<file path="src/rtl/rxring_pkg.sv">
package rxring_pkg;
  typedef enum logic [2:0] {
    ST_IDLE,
    ST_HDR,
    ST_PAY,
    ST_PAD,
    ST_LEN,
    ST_SKIP
  } rx_state_t;

  localparam int HDR_HALFWORDS = 6;
  localparam int LEN_SLOT      = 4;
endpackage

</file>
<file path="src/rtl/rxring_wrap.sv">
module rxring_wrap #(
  parameter int AW = 12
) (
  input  logic [AW-1:0] pos,
  input  logic [AW-1:0] ring_begin,
  input  logic [AW-1:0] ring_end,
  output logic [AW-1:0] nxt
);
  logic [AW-1:0] inc;

  always_comb begin
    inc = pos + 1'b1;
    nxt = (inc == ring_end) ? ring_begin : inc;
  end
endmodule

</file>
<file path="src/rtl/rxring_cfg.sv">
module rxring_cfg #(
  parameter int          AW        = 12,
  parameter logic [AW-1:0] RST_BEGIN = '0,
  parameter logic [AW-1:0] RST_END   = AW'(1024)
) (
  input  logic          clk,
  input  logic          rst,
  input  logic          ctl_wr,
  input  logic          ctl_store_en,
  input  logic          ctl_latch,
  input  logic [AW-1:0] cfg_begin,
  input  logic [AW-1:0] cfg_end,
  output logic [AW-1:0] act_begin,
  output logic [AW-1:0] act_end,
  output logic          store_en,
  output logic          latch_evt
);
  assign latch_evt = ctl_wr & ctl_latch;

  always_ff @(posedge clk) begin
    if (rst) begin
      act_begin <= RST_BEGIN;
      act_end   <= RST_END;
      store_en  <= 1'b0;
    end else begin
      if (ctl_wr) store_en <= ctl_store_en;
      if (latch_evt) begin
        act_begin <= cfg_begin;
        act_end   <= cfg_end;
      end
    end
  end

  assert_latch_copies_R2: assert property (@(posedge clk) disable iff (rst)
    latch_evt |=> (act_begin == $past(cfg_begin)) && (act_end == $past(cfg_end)));

  assert_hold_without_latch_R2: assert property (@(posedge clk) disable iff (rst)
    !latch_evt |=> $stable(act_begin) && $stable(act_end));
endmodule

</file>
<file path="src/rtl/rxring_seq.sv">
module rxring_seq
  import rxring_pkg::*;
#(
  parameter int AW = 12,
  parameter int DW = 16
) (
  input  logic          clk,
  input  logic          rst,
  input  logic [AW-1:0] act_begin,
  input  logic [AW-1:0] act_end,
  input  logic          store_en,
  input  logic          latch_evt,
  input  logic [AW-1:0] wlatch,
  input  logic [AW-1:0] rd_csr,
  input  logic          in_start,
  input  logic          in_valid,
  input  logic [DW-1:0] in_data,
  input  logic          in_end,
  output logic          mem_we,
  output logic [AW-1:0] mem_addr,
  output logic [DW-1:0] mem_wdata,
  output logic          start_p,
  output logic          done_p,
  output logic          count_p,
  output logic [AW-1:0] wcsr,
  output logic [AW-1:0] units,
  output logic          ovf
);
  localparam logic [2:0] HDR_LAST = 3'(HDR_HALFWORDS - 1);
  localparam logic [2:0] LEN_IDX  = 3'(LEN_SLOT);

  rx_state_t     state;
  logic [AW-1:0] wr_pos;
  logic [AW-1:0] wr_nxt;
  logic [AW-1:0] len_pos;
  logic [AW-1:0] pay_cnt;
  logic [2:0]    hdr_idx;
  logic          space_ok;

  rxring_wrap #(.AW(AW)) u_step (
    .pos       (wr_pos),
    .ring_begin(act_begin),
    .ring_end  (act_end),
    .nxt       (wr_nxt)
  );

  assign space_ok = (wr_nxt != rd_csr);

  always_ff @(posedge clk) begin
    if (rst) begin
      state     <= ST_IDLE;
      wr_pos    <= '0;
      len_pos   <= '0;
      pay_cnt   <= '0;
      hdr_idx   <= '0;
      wcsr      <= '0;
      units     <= '0;
      ovf       <= 1'b0;
      mem_we    <= 1'b0;
      mem_addr  <= '0;
      mem_wdata <= '0;
      start_p   <= 1'b0;
      done_p    <= 1'b0;
      count_p   <= 1'b0;
    end else begin
      mem_we  <= 1'b0;
      start_p <= 1'b0;
      done_p  <= 1'b0;
      count_p <= 1'b0;

      if (latch_evt) begin
        wcsr <= wlatch;
        ovf  <= 1'b0;
      end

      case (state)
        ST_IDLE: begin
          if (in_start) begin
            start_p <= 1'b1;
            if (store_en) begin
              state   <= ST_HDR;
              wr_pos  <= wcsr;
              units   <= '0;
              pay_cnt <= '0;
              hdr_idx <= '0;
            end else begin
              state <= ST_SKIP;
            end
          end
        end

        ST_HDR: begin
          if (space_ok) begin
            mem_we    <= 1'b1;
            mem_addr  <= wr_pos;
            mem_wdata <= '0;
            if (hdr_idx == LEN_IDX) len_pos <= wr_pos;
            wr_pos  <= wr_nxt;
            units   <= units + 1'b1;
            hdr_idx <= hdr_idx + 1'b1;
            if (hdr_idx == HDR_LAST) state <= ST_PAY;
          end else begin
            state <= ST_SKIP;
            units <= '0;
            ovf   <= 1'b1;
          end
        end

        ST_PAY: begin
          if (in_end) begin
            state <= units[0] ? ST_PAD : ST_LEN;
          end else if (in_valid) begin
            if (space_ok) begin
              mem_we    <= 1'b1;
              mem_addr  <= wr_pos;
              mem_wdata <= in_data;
              wr_pos    <= wr_nxt;
              units     <= units + 1'b1;
              pay_cnt   <= pay_cnt + 1'b1;
            end else begin
              state <= ST_SKIP;
              units <= '0;
              ovf   <= 1'b1;
            end
          end
        end

        ST_PAD: begin
          if (space_ok) begin
            mem_we    <= 1'b1;
            mem_addr  <= wr_pos;
            mem_wdata <= '0;
            wr_pos    <= wr_nxt;
            units     <= units + 1'b1;
            state     <= ST_LEN;
          end else begin
            state   <= ST_IDLE;
            units   <= '0;
            ovf     <= 1'b1;
            count_p <= 1'b1;
          end
        end

        ST_LEN: begin
          mem_we    <= 1'b1;
          mem_addr  <= len_pos;
          mem_wdata <= DW'({pay_cnt, 1'b0});
          wcsr      <= wr_pos;
          units     <= '0;
          done_p    <= 1'b1;
          count_p   <= 1'b1;
          state     <= ST_IDLE;
        end

        ST_SKIP: begin
          if (in_end) begin
            count_p <= 1'b1;
            state   <= ST_IDLE;
          end
        end

        default: state <= ST_IDLE;
      endcase
    end
  end

  assert_even_footprint_R5: assert property (@(posedge clk) disable iff (rst)
    (state == ST_LEN) |-> !units[0]);

  assert_units_track_R8: assert property (@(posedge clk) disable iff (rst)
    (state == ST_PAY) |-> (units == AW'(HDR_HALFWORDS) + pay_cnt));

  assert_drop_keeps_cursor_R7: assert property (@(posedge clk) disable iff (rst)
    $rose(ovf) |-> $stable(wcsr) && (units == '0));

  assert_done_counts_R9: assert property (@(posedge clk) disable iff (rst)
    done_p |-> count_p);

  assert_start_when_idle_R9: assert property (@(posedge clk) disable iff (rst)
    in_start |-> (state == ST_IDLE));

  assert_payload_window_R4: assert property (@(posedge clk) disable iff (rst)
    in_valid |-> ((state == ST_PAY) || (state == ST_SKIP)) && !in_end);

  assert_skip_no_store_R3: assert property (@(posedge clk) disable iff (rst)
    (state == ST_SKIP) |=> !mem_we);
endmodule

</file>
<file path="src/rtl/rxring_ctrl.sv">
module rxring_ctrl #(
  parameter int AW = 12,
  parameter int DW = 16,
  parameter logic [AW-1:0] RST_BEGIN = '0,
  parameter logic [AW-1:0] RST_END   = AW'(1024)
) (
  input  logic          clk,
  input  logic          rst,
  input  logic          ctl_wr,
  input  logic          ctl_store_en,
  input  logic          ctl_latch,
  input  logic [AW-1:0] cfg_begin,
  input  logic [AW-1:0] cfg_end,
  input  logic [AW-1:0] cfg_wlatch,
  input  logic [AW-1:0] rd_csr,
  input  logic          in_start,
  input  logic          in_valid,
  input  logic [DW-1:0] in_data,
  input  logic          in_end,
  output logic          mem_we,
  output logic [AW-1:0] mem_addr,
  output logic [DW-1:0] mem_wdata,
  output logic          rx_start,
  output logic          rx_done,
  output logic          rx_count,
  output logic [AW-1:0] hw_wcsr,
  output logic [AW-1:0] rx_units,
  output logic          rx_ovf
);
  logic [AW-1:0] act_begin;
  logic [AW-1:0] act_end;
  logic          store_en;
  logic          latch_evt;

  rxring_cfg #(
    .AW(AW), .RST_BEGIN(RST_BEGIN), .RST_END(RST_END)
  ) u_cfg (
    .clk         (clk),
    .rst         (rst),
    .ctl_wr      (ctl_wr),
    .ctl_store_en(ctl_store_en),
    .ctl_latch   (ctl_latch),
    .cfg_begin   (cfg_begin),
    .cfg_end     (cfg_end),
    .act_begin   (act_begin),
    .act_end     (act_end),
    .store_en    (store_en),
    .latch_evt   (latch_evt)
  );

  rxring_seq #(.AW(AW), .DW(DW)) u_seq (
    .clk      (clk),
    .rst      (rst),
    .act_begin(act_begin),
    .act_end  (act_end),
    .store_en (store_en),
    .latch_evt(latch_evt),
    .wlatch   (cfg_wlatch),
    .rd_csr   (rd_csr),
    .in_start (in_start),
    .in_valid (in_valid),
    .in_data  (in_data),
    .in_end   (in_end),
    .mem_we   (mem_we),
    .mem_addr (mem_addr),
    .mem_wdata(mem_wdata),
    .start_p  (rx_start),
    .done_p   (rx_done),
    .count_p  (rx_count),
    .wcsr     (hw_wcsr),
    .units    (rx_units),
    .ovf      (rx_ovf)
  );

  assert_write_in_ring_R6: assert property (@(posedge clk) disable iff (rst)
    (mem_we && (act_begin < act_end)) |-> (mem_addr >= act_begin) && (mem_addr < act_end));

  assert_pulse_once_R9: assert property (@(posedge clk) disable iff (rst)
    rx_done |=> !rx_done);
endmodule

</file>
<file path="config.mk">
export PLATFORM = sky130hd
export DESIGN_NAME = rxring_ctrl
export DESIGN_NICKNAME = d
export VERILOG_FILES = /design/src/rtl/rxring_pkg.sv /design/src/rtl/rxring_wrap.sv /design/src/rtl/rxring_cfg.sv /design/src/rtl/rxring_seq.sv /design/src/rtl/rxring_ctrl.sv
export SDC_FILE = /design/constraint.sdc
export NUM_CORES = 1
export LEC_CHECK = 0
export BUFFER_PORTS_ARGS = -buffer_cell sky130_fd_sc_hd__buf_2
export CAP_MARGIN = 10
export CELL_PAD_IN_SITES_DETAIL_PLACEMENT = 0
export CELL_PAD_IN_SITES_GLOBAL_PLACEMENT = 1
export CORE_AREA = 2 2 130 132
export CTS_CLUSTER_SIZE = 10
export DETAILED_ROUTE_END_ITERATION = 10
export DIE_AREA = 0 0 132 134
export HOLD_SLACK_MARGIN = 0.06
export PLACE_DENSITY = 0.93
export SYNTH_ARGS = -nofsm -noshare
export SYNTH_HDL_FRONTEND = slang
export SYNTH_SLANG_ARGS = --single-unit
export TNS_END_PERCENT = 100
</file>
<file path="constraint.sdc">
create_clock -name clk -period 11.3 [get_ports clk]
set_input_delay 2.26 -clock clk [delete_from_list [all_inputs] [get_ports clk]]
set_output_delay 2.26 -clock clk [all_outputs]
set_load 0.005 [all_outputs]
</file>
==> results of run 1 <==
## power by group
group          switching (µW)  leakage [µW]  internal [µW]  total, µW
Clock                     212      0.000308            377        588
Combinational             406       0.00214            259        665
Sequential                127       0.00101            530        658
Total                     745       0.00346           1170       1910
## routing by layer
metal / track usage (%) / vias to the layer above / wire length, µm
met3: 4.69 / 25 / 1430
li1: - / 3459 / -
met2: 35.8 / 265 / 9340
met4: 7.49 / 0 / 331
met1: 32.9 / 3350 / 9850
met5: 0 / - / 0
## flip-flops by register name (all words and copies together), names as in the netlist
| signal | flops |
|---|---|
| u_seq.wr_pos | 12 |
| u_seq.ovf | 1 |
| u_seq.len_pos | 12 |
| u_seq.state | 3 |
| u_cfg.store_en | 1 |
| u_seq.pay_cnt | 12 |
| u_seq.mem_we | 1 |
| u_seq.done_p | 1 |
| u_seq.start_p | 1 |
| u_seq.wcsr | 12 |
| u_cfg.act_end | 12 |
| u_seq.hdr_idx | 3 |
| u_cfg.act_begin | 12 |
| u_seq.mem_addr | 12 |
| u_seq.mem_wdata | 16 |
| u_seq.units | 12 |
| u_seq.count_p | 1 |
## per-stage QoR
step	setup WS, ns	area [µm²]	hold WS (ns)	util (%)	instances
3_5_place_dp	5.93	7700	0.467	47.3	1191
6_report	6.33	8340	0.473	51.2	1223
2_1_floorplan	6.55	7010	0.445	-	908
3_3_place_gp	6.02	7700	0.455	47.3	1191
4_1_cts	6.35	8340	0.475	51.2	1223
5_1_grt	6.00	8340	0.486	51.2	1223
## synthesized netlist by cell type, types with 11 or more instances
cell type,count,area share (%)
nand2_1,131,7.0
dfxtp_1,124,35
nor2_1,95,5.1
a21oi_1,76,5.4
clkbuf_1,50,2.7
nand3_1,49,3.5
nand4_1,27,2.4
o311a_1,24,3.4
inv_1,21,1.1
xnor2_1,21,2.6
nor3_1,20,1.4
o21ai_1,19,1.4
a311oi_1,14,1.7
nor2b_1,13,1.2
o21ai_0,13,0.93
or3_1,12,1.1
or4_1,12,1.3
xor2_1,12,1.5
buf_2,11,0.79
## cell families (layout without fill, tap and decap cells)
group | count (synthesis) | after routing | synth area share [%]
AND/OR/NAND/NOR | 413 | 413 | 28.9
AO/OA/AOI/OAI | 223 | 223 | 22.6
flip-flops | 124 | 124 | 35.4
buffers and inverters | 97 | 192 | 5.71
XOR/XNOR | 35 | 35 | 4.77
multiplexers | 10 | 10 | 1.46
adder cells (fa/ha/maj) | 6 | 6 | 1.07
## layout make-up
| cell class | count | area (µm²) |
|---|---|---|
| Clock buffer | 19 | 443 |
| Clock inverter | 13 | 190 |
| Fill cell | 1559 | 7950 |
| Inverter | 22 | 82.6 |
| Multi-Input combinational cell | 687 | 4140 |
| Sequential cell | 124 | 2480 |
| Tap cell | 220 | 275 |
| Timing Repair Buffer | 138 | 718 |
## how the worst min path moves through the flow
stage,cells after the start,end
6_report,2,u_cfg.act_end[2]
5_1_grt,2,u_seq.ovf
4_1_cts,2,u_seq.ovf
3_5_place_dp,2,u_seq.ovf
3_3_place_gp,2,u_seq.mem_wdata[0]
2_1_floorplan,2,u_cfg.act_begin[11]
## worst register-to-register path: stages, from the launching register on
cell and delay (ns):
dfxtp_1 0.65, ha_1 0.38, nand3_4 0.18, nor4_4 0.33
xnor2_1 0.16, nor4_2 0.55, nand3_1 0.14, buf_4 0.24
a21o_1 0.18, a2111o_1 0.59, or4_1 1.01, a21oi_1 0.34
a311oi_2 0.07
==> impl_metrics.toml, run 1 <==
[power_and_ir_drop]
p_per_area_mw_per_mm2 = 229
power.leakage_uw = 0.00346
power_uw = 1910
ir_drop_mv = 0.113

[setup_path]
cp_num_cells = 12
crit_slowest_cell = "or4_1"
setup.worst_path.end = "u_seq.wr_pos[4]"
reg2reg_to = "u_seq.wr_pos[4]"
crit_arrival_ns = 5.24
r2r_start = "u_seq.wr_pos[0]"
criticalPathCategory = "reg2reg"
path_delay_family = "simple AND/OR/NAND/NOR gates"
start_kind = "flip-flop"
cp-end-kind = "flip-flop"
startpoint = "u_seq.wr_pos[0]"
crit_chain = "ha_1 > nand3_4 > nor4_4 > xnor2_1 > nor4_2 > nand3_1 > buf_4 > a21o_1 > a2111o_1 > or4_1 > a21oi_1 > a311oi_2"
cp_slowest_stage_delay_ns = 1.01
cp_max_fo = 24
reg2reg_depth = 12
required_ns = 11.56
crit_buf_inv = 1
reg2reg_slack_ns = 6.33

[cts]
ctsResizeCount = 0
tritoncts = "yes"
ctsHoldBuffers = 0
htree_levels = 4
clockRootBuffer = "clkbuf_16"
clk_latency_ns = 0.43
clk_path_buf_depth = 2
numCtsBuffers = 17
path_clk_slew_ns = 0.06
cts_setup_buffers = 0
numClockSinks = 124

[sta]
max_freq_mhz = 201
tightest_slew_ns = 1.18
drv_slew = 0
fin_setup_tns_ns = 0
setup_viol = 0
worst_clock_skew_ns = 0.00940
rsz0062_at_grt = "no"
finalCritPeriodShare_pct = 44.0
relSlewSlack_pct = 21.1
hold_violations = 0
finalCriticalPeriod_ns = 4.97

[detailed_routing]
drt-total-wl_um = 20900
avgViaCountPerCell = 5.80
drt_iter0_markers = 776
detail_route.wl_per_cell_um = 17.1
vias = 7099
dr.pass1.iters = 5
drc = 0
ant_nets = 0

[placed_design]
place_congestion = 0.929
portBuffers = 128
dp_hpwl_um = 14400

[flow_run]
maxCapViolations = 0

[worst_hold_path]
holdCritPathClass = "reg2reg"
min-delay-start = "u_cfg.act_end[2]"

[synthesis]
synth_cell_type_count = 73
syn_area_mm2 = 0.00701
synth_edf_count = 0
yosysWarnings = 0
async_flop_share_pct = 0
synthCells = 908
yosysSeqAreaShare_pct = 35.4
synth_nets = 986
synthFlopType = "dfxtp_1"
ys_ff_latch = 124
avgSynthCellArea_um2 = 7.72

[status]
outcome = "complete, no violations"

[grt]
grt_max_degree = 63
grt_pass1_wl_um = 33700
grt_pass1_vias = 6446
grt_antenna_before_repair = 0
overflow = 0
grt_use_total_pct = 23.3

[cells_and_area]
area_growth_pct = 18.9
final_cell_mix = "nand2_1, buf_2, dfxtp_1"
layout-drive-gt1-share_pct = 19.9
layout_commonest_cell = "nand2_1"
diodes = 0
final_nets = 1068

[floorplan]
rows = 47
die_w_um = 132
die_area_mm2 = 0.0177
initial_core_util_pct = 43.0
coreArea_mm2 = 0.0163
io_pins = 129
die_h_um = 134
Power figures use the tool's default switching activity.
==> run 2, diff against run 1 <==
CORE_AREA = 2 2 141 143   (was 2 2 130 132)
DIE_AREA = 0 0 143 145   (was 0 0 132 134)
PLACE_DENSITY = 0.85   (was 0.93)
clock period = 4.4 ns   (was 11.3 ns; I/O delays follow)
==> run 2 against run 1 <==
  * Cell count rose by 5.6%
  * Combinational power rose to 2.9 times the previous value
  * Via count rose by 0.37%
  * Worst setup slack got worse by 6.1 ns
  * Critical path type unchanged
  * Highest routed layer unchanged
==> impl_metrics.toml, run 2 (synthesized netlist as in run 1, its figures left out) <==
[flow_run]
maxCapViolations = 0

[worst_hold_path]
holdCritPathClass = "reg2reg"

[sta]
rsz0062_at_grt = "no"
fin_setup_tns_ns = 0
relSlewSlack_pct = 20.8
hold_violations = 0
finalCriticalPeriod_ns = 4.17
setup_viol = 0
finalCritPeriodShare_pct = 94.7
tightest_slew_ns = 1.19
max_freq_mhz = 240
worst_clock_skew_ns = 0.0126
drv_slew = 0

[power_and_ir_drop]
power_uw = 5010
combPwrFrac_pct = 39.2
p_sw_uw = 1950
clock_power_share_pct = 29.4
p_int_uw = 3060
power.leakage_uw = 0.00356
seq_power_share_pct = 31.4
p_per_area_mw_per_mm2 = 584
p_sw_share_pct = 38.9
ir_drop_mv = 0.313

[cells_and_area]
area_growth_pct = 22.4
final_cell_mix = "nand2_1, buf_2, dfxtp_1"
final_area_mm2 = 0.00858
final_nets = 1091
layout_commonest_cell = "nand2_1"
layout-drive-gt1-share_pct = 22.0
top_register = "u_seq.mem_wdata"
largest_register_ffs = 16
multiInputGateArea_mm2 = 0.00416
seqCellArea_mm2 = 0.00248
n_fill_cell = 1946

[detailed_routing]
vias = 7125
ant_nets = 0
drt-total-wl_um = 22300
dr.pass1.iters = 5
drc = 0
detail_route.wl_per_cell_um = 17.2
avgViaCountPerCell = 5.51
drt_iter0_markers = 634

[cts]
clk_path_buf_depth = 2
clockRootBuffer = "clkbuf_16"
numClockSinks = 124
tritoncts = "yes"
htree_levels = 4
clk_latency_ns = 0.43
path_clk_slew_ns = 0.06
numCtsBuffers = 17

[floorplan]
die_w_um = 143
rows = 51
die_h_um = 145
io_pins = 129
die_area_mm2 = 0.0207
coreArea_mm2 = 0.0192
initial_core_util_pct = 36.5

[placed_design]
portBuffers = 128
dp_hpwl_um = 16000
place_congestion = 0.951
placed_cell_area_mm2 = 0.00794

[grt]
grt_antenna_before_repair = 1
grt_pass1_vias = 6649
overflow = 0
grt_pass1_wl_um = 35500
grt_use_total_pct = 21.5
grt_max_degree = 63

[setup_path]
start_kind = "flip-flop"
cp-end-kind = "flip-flop"
crit_arrival_ns = 4.53
reg2reg_slack_ns = 0.23
required_ns = 4.77
criticalPathCategory = "reg2reg"
cp_max_fo = 24

[status]
outcome = "complete, no violations"
-- run 2: changes by cell type in the layout (fill, tap and decap cells not counted), moves of 2 or more --
cell / previous run / this run
clkinvlp_4: 1 / 4
buf_4: 11 / 33
clkinv_4: 4 / 0
inv_6: 2 / 0
clkinv_2: 2 / 4
clkbuf_8: 1 / 4
-- run 2: routing by layer --
layer / share of wire (%) / global-route usage, % / vias to the layer above
li1: - / - / 3495
met1: 47 / 30.2 / 3382
met2: 45 / 32.0 / 212
met3: 5.7 / 4.09 / 36
met4: 2.6 / 9.11 / 0
met5: 0 / 0 / -
-- run 2: per-stage QoR --
stage | util [%] | cells | hold WS (ns) | worst slack, ns
2_1_floorplan | - | 908 | 0.445 | 0.483
3_3_place_gp | 41.3 | 1259 | 0.443 | 0.346
3_5_place_dp | 41.3 | 1259 | 0.451 | 0.224
4_1_cts | 44.6 | 1291 | 0.461 | 0.217
5_1_grt | 44.7 | 1292 | 0.481 | 0.0480
6_report | 44.7 | 1292 | 0.459 | 0.234
-- run 2: path summary, 6_finish.rpt --
check | to | cells after the start | from
worst max-delay path | u_seq.wr_pos[8] | 12 | u_seq.wr_pos[0]
worst min-delay path | u_seq.ovf | 2 | u_seq.ovf
worst max register to register | u_seq.wr_pos[8] | 12 | u_seq.wr_pos[0]
worst min register to register | u_seq.ovf | 2 | u_seq.ovf
-- run 2: final cells by class --
cell class / count / share of cell area, %
repair buffers: 161 / 10.5
clock inverters: 11 / 1.63
flip-flops and latches: 124 / 28.9
well taps: 265 / 3.86
clock buffers: 21 / 5.60
multi-input cells: 687 / 48.5
inverters: 22 / 0.962
diodes: 1 / 0.0292
-- run 2: repair_timing --
action                                  CTS  global route
buffers inserted                          0             0
endpoints found under the setup margin    0            14
hold buffers                              0             0
gates resized for setup                   0             4
-- run 2: critical path: stages (launching register included) --
cell	delay, ns
dfxtp_1	0.49
ha_2	0.30
nand3_4	0.15
nor4_4	0.30
xnor2_1	0.15
or4_1	0.69
nor4_1	0.30
nor4b_1	0.11
a2111o_1	0.44
or4_1	0.52
buf_4	0.24
a211o_1	0.33
nand2_1	0.07
-- run 2: power groups by stage --
stage | Clock [µW] | Combinational (µW) | Sequential [µW]
after detailed placement | 0 | 1930 | 1590
final | 1470 | 1960 | 1570
after global placement | 0 | 1920 | 1590
after floorplan | 0 | 1290 | 1530
after CTS | 1490 | 1940 | 1570
after global routing | 1530 | 2150 | 1610
==> run 3, diff against run 2 <==
CAP_MARGIN = unset   (was 10)
RECOVER_POWER = 100   (was unset)
==> run 3 against run 2 <==
  * The flow now finishes with violations (capacitance limit, slew limit)
  * Critical path depth rose by 1
  * Global-route usage unchanged
  * Clock power barely moved
  * Sequential cell count unchanged
  * Maximum frequency shrank 0.68%
  * Critical path type unchanged
  * Critical endpoint is now u_seq.mem_addr[6]
  * Largest cell class unchanged
==> impl_metrics.toml, run 3 (synthesized netlist as in run 1, its figures left out) <==
[floorplan]
coreArea_mm2 = 0.0192
die_h_um = 145
rows = 51
die_area_mm2 = 0.0207
initial_core_util_pct = 36.5
die_w_um = 143
io_pins = 129

[cells_and_area]
area_growth_pct = 21.6
layout_commonest_cell = "nand2_1"
final_cell_mix = "nand2_1, dfxtp_1, buf_2"
top_register = "u_seq.mem_wdata"
final_nets = 1091
layout-drive-gt1-share_pct = 18.8
final_area_mm2 = 0.00853
largest_register_ffs = 16

[sta]
hold_violations = 0
finalCritPeriodShare_pct = 95.3
setup_viol = 0
tightest_slew_ns = 2.17
finalCriticalPeriod_ns = 4.19
rsz0062_at_grt = "no"
drv_slew = 75
relSlewSlack_pct = -44.9
fin_setup_tns_ns = 0
worst_clock_skew_ns = 0.0145
max_freq_mhz = 238

[detailed_routing]
dr.pass1.iters = 5
drt_iter0_markers = 568
vias = 7103
drc = 0
avgViaCountPerCell = 5.50
ant_nets = 0
detail_route.wl_per_cell_um = 17.3
drt-total-wl_um = 22300

[grt]
grt_max_degree = 63
grt_pass1_vias = 6649
overflow = 0
grt_use_total_pct = 21.5
grt_antenna_before_repair = 1
grt_pass1_wl_um = 35500

[setup_path]
cp-end-kind = "flip-flop"
criticalPathCategory = "reg2reg"
reg2reg_to = "u_seq.mem_addr[6]"
required_ns = 4.71
start_kind = "flip-flop"
r2r_start = "u_seq.wr_pos[0]"
crit_arrival_ns = 4.51
reg2reg_slack_ns = 0.21
crit_chain = "ha_2 > nand3_4 > nor4_4 > xnor2_1 > or4_1 > nor4_1 > nor4b_1 > a2111o_1 > buf_4 > nor3_2 > nor3_2 > buf_4 > o311a_1"
cp_max_fo = 25
cp_slowest_stage_delay_ns = 0.69
crit_slowest_cell = "or4_1"
reg2reg_depth = 13

[cts]
clk_latency_ns = 0.43
numCtsBuffers = 17
numClockSinks = 124
path_clk_slew_ns = 0.06
clockRootBuffer = "clkbuf_16"
cts_setup_buffers = 0
clk_path_buf_depth = 2
tritoncts = "yes"
htree_levels = 4

[power_and_ir_drop]
p_per_area_mw_per_mm2 = 585
p_sw_uw = 1950
p_int_uw = 3040
ir_drop_mv = 0.310
seq_power_share_pct = 31.6
clock_power_share_pct = 29.5
p_sw_share_pct = 39.0
power_uw = 4990
combPwrFrac_pct = 38.9
power.leakage_uw = 0.00342

[placed_design]
portBuffers = 128
placed_cell_area_mm2 = 0.00794
dp_hpwl_um = 16000
place_congestion = 0.951

[status]
outcome = "complete, but fails checks"
violations = "capacitance limit, slew limit"

[worst_hold_path]
hold_depth = 2
min-delay-start = "u_seq.ovf"
whs_endpoint = "u_seq.ovf"
holdCritPathClass = "reg2reg"

[flow_run]
maxCapViolations = 2
==> run 3: cell types whose count changed in the layout (fill, tap and decap cells not counted), moves of 3 or more <==
cell / change
o21ai_0: +9
clkbuf_1: +32
buf_4: -3
o21ai_1: -9
buf_2: -30
==> run 3: worst max-delay path, delay by kind of cell (launching register included) <==
kind	cells	cell delay, ns
DFF	1	0.50
and+or+nand+nor	7	1.88
buffers and inverters	2	0.41
AOI/OAI and AO/OA	2	0.80
xor gates and xnor gates	1	0.15
adders and majority gates	1	0.31
==> run 3: how the worst max path moves through the flow <==
stage                               start                 to  cells past startpoint  slack (ns)
after CTS                 u_seq.wr_pos[1]     u_seq.state[0]                     12        0.22
after floorplan           u_seq.wr_pos[1]    u_seq.wr_pos[4]                     14        0.48
after global routing      u_seq.wr_pos[1]  u_seq.len_pos[11]                     13        0.04
after global placement    u_seq.wr_pos[1]     u_seq.state[0]                     12        0.35
after detailed placement  u_seq.wr_pos[1]     u_seq.state[0]                     12        0.22
final                     u_seq.wr_pos[0]  u_seq.mem_addr[6]                     13        0.21
==> run 3: layer usage <==
layer | global-route usage [%] | up-vias | part of all wire (%)
li1 | - | 3489 | -
met2 | 32.0 | 214 | 44
met5 | 0 | - | 0
met1 | 30.2 | 3366 | 48
met3 | 4.09 | 34 | 5.7
met4 | 9.11 | 0 | 2.4
==> run 3: power groups by stage <==
| stage | clock network [µW] | registers, µW | logic (µW) |
|---|---|---|---|
| after floorplan | 0 | 1530 | 1290 |
| after global placement | 0 | 1590 | 1920 |
| after detailed placement | 0 | 1590 | 1930 |
| after CTS | 1490 | 1570 | 1940 |
| after global routing | 1530 | 1610 | 2130 |
| final | 1470 | 1580 | 1940 |
==> run 3: layout make-up <==
type | instances | area [µm²]
Antenna cell | 1 | 2.50
Clock buffer | 21 | 480
Clock inverter | 11 | 140
Fill cell | 1967 | 10700
Inverter | 22 | 82.6
Multi-Input combinational cell | 687 | 4150
Sequential cell | 124 | 2480
Tap cell | 265 | 332
Timing Repair Buffer | 161 | 856
==> run 3: timing repair <==
action | 4_1_cts | 5_1_grt
setup endpoints to repair | 0 | 14
hold buffers | 0 | 0
resized for setup | 0 | 4
endpoints found under the hold margin | 0 | 0
==> run 3: through the flow <==
step | util [%] | cells | setup WS (ns) | hold slack [ns]
floorplan | - | 908 | 0.483 | 0.445
global placement | 41.3 | 1259 | 0.346 | 0.443
detailed placement | 41.3 | 1259 | 0.224 | 0.451
CTS | 44.6 | 1291 | 0.217 | 0.461
global route | 44.4 | 1292 | 0.0433 | 0.484
finish | 44.4 | 1292 | 0.206 | 0.459
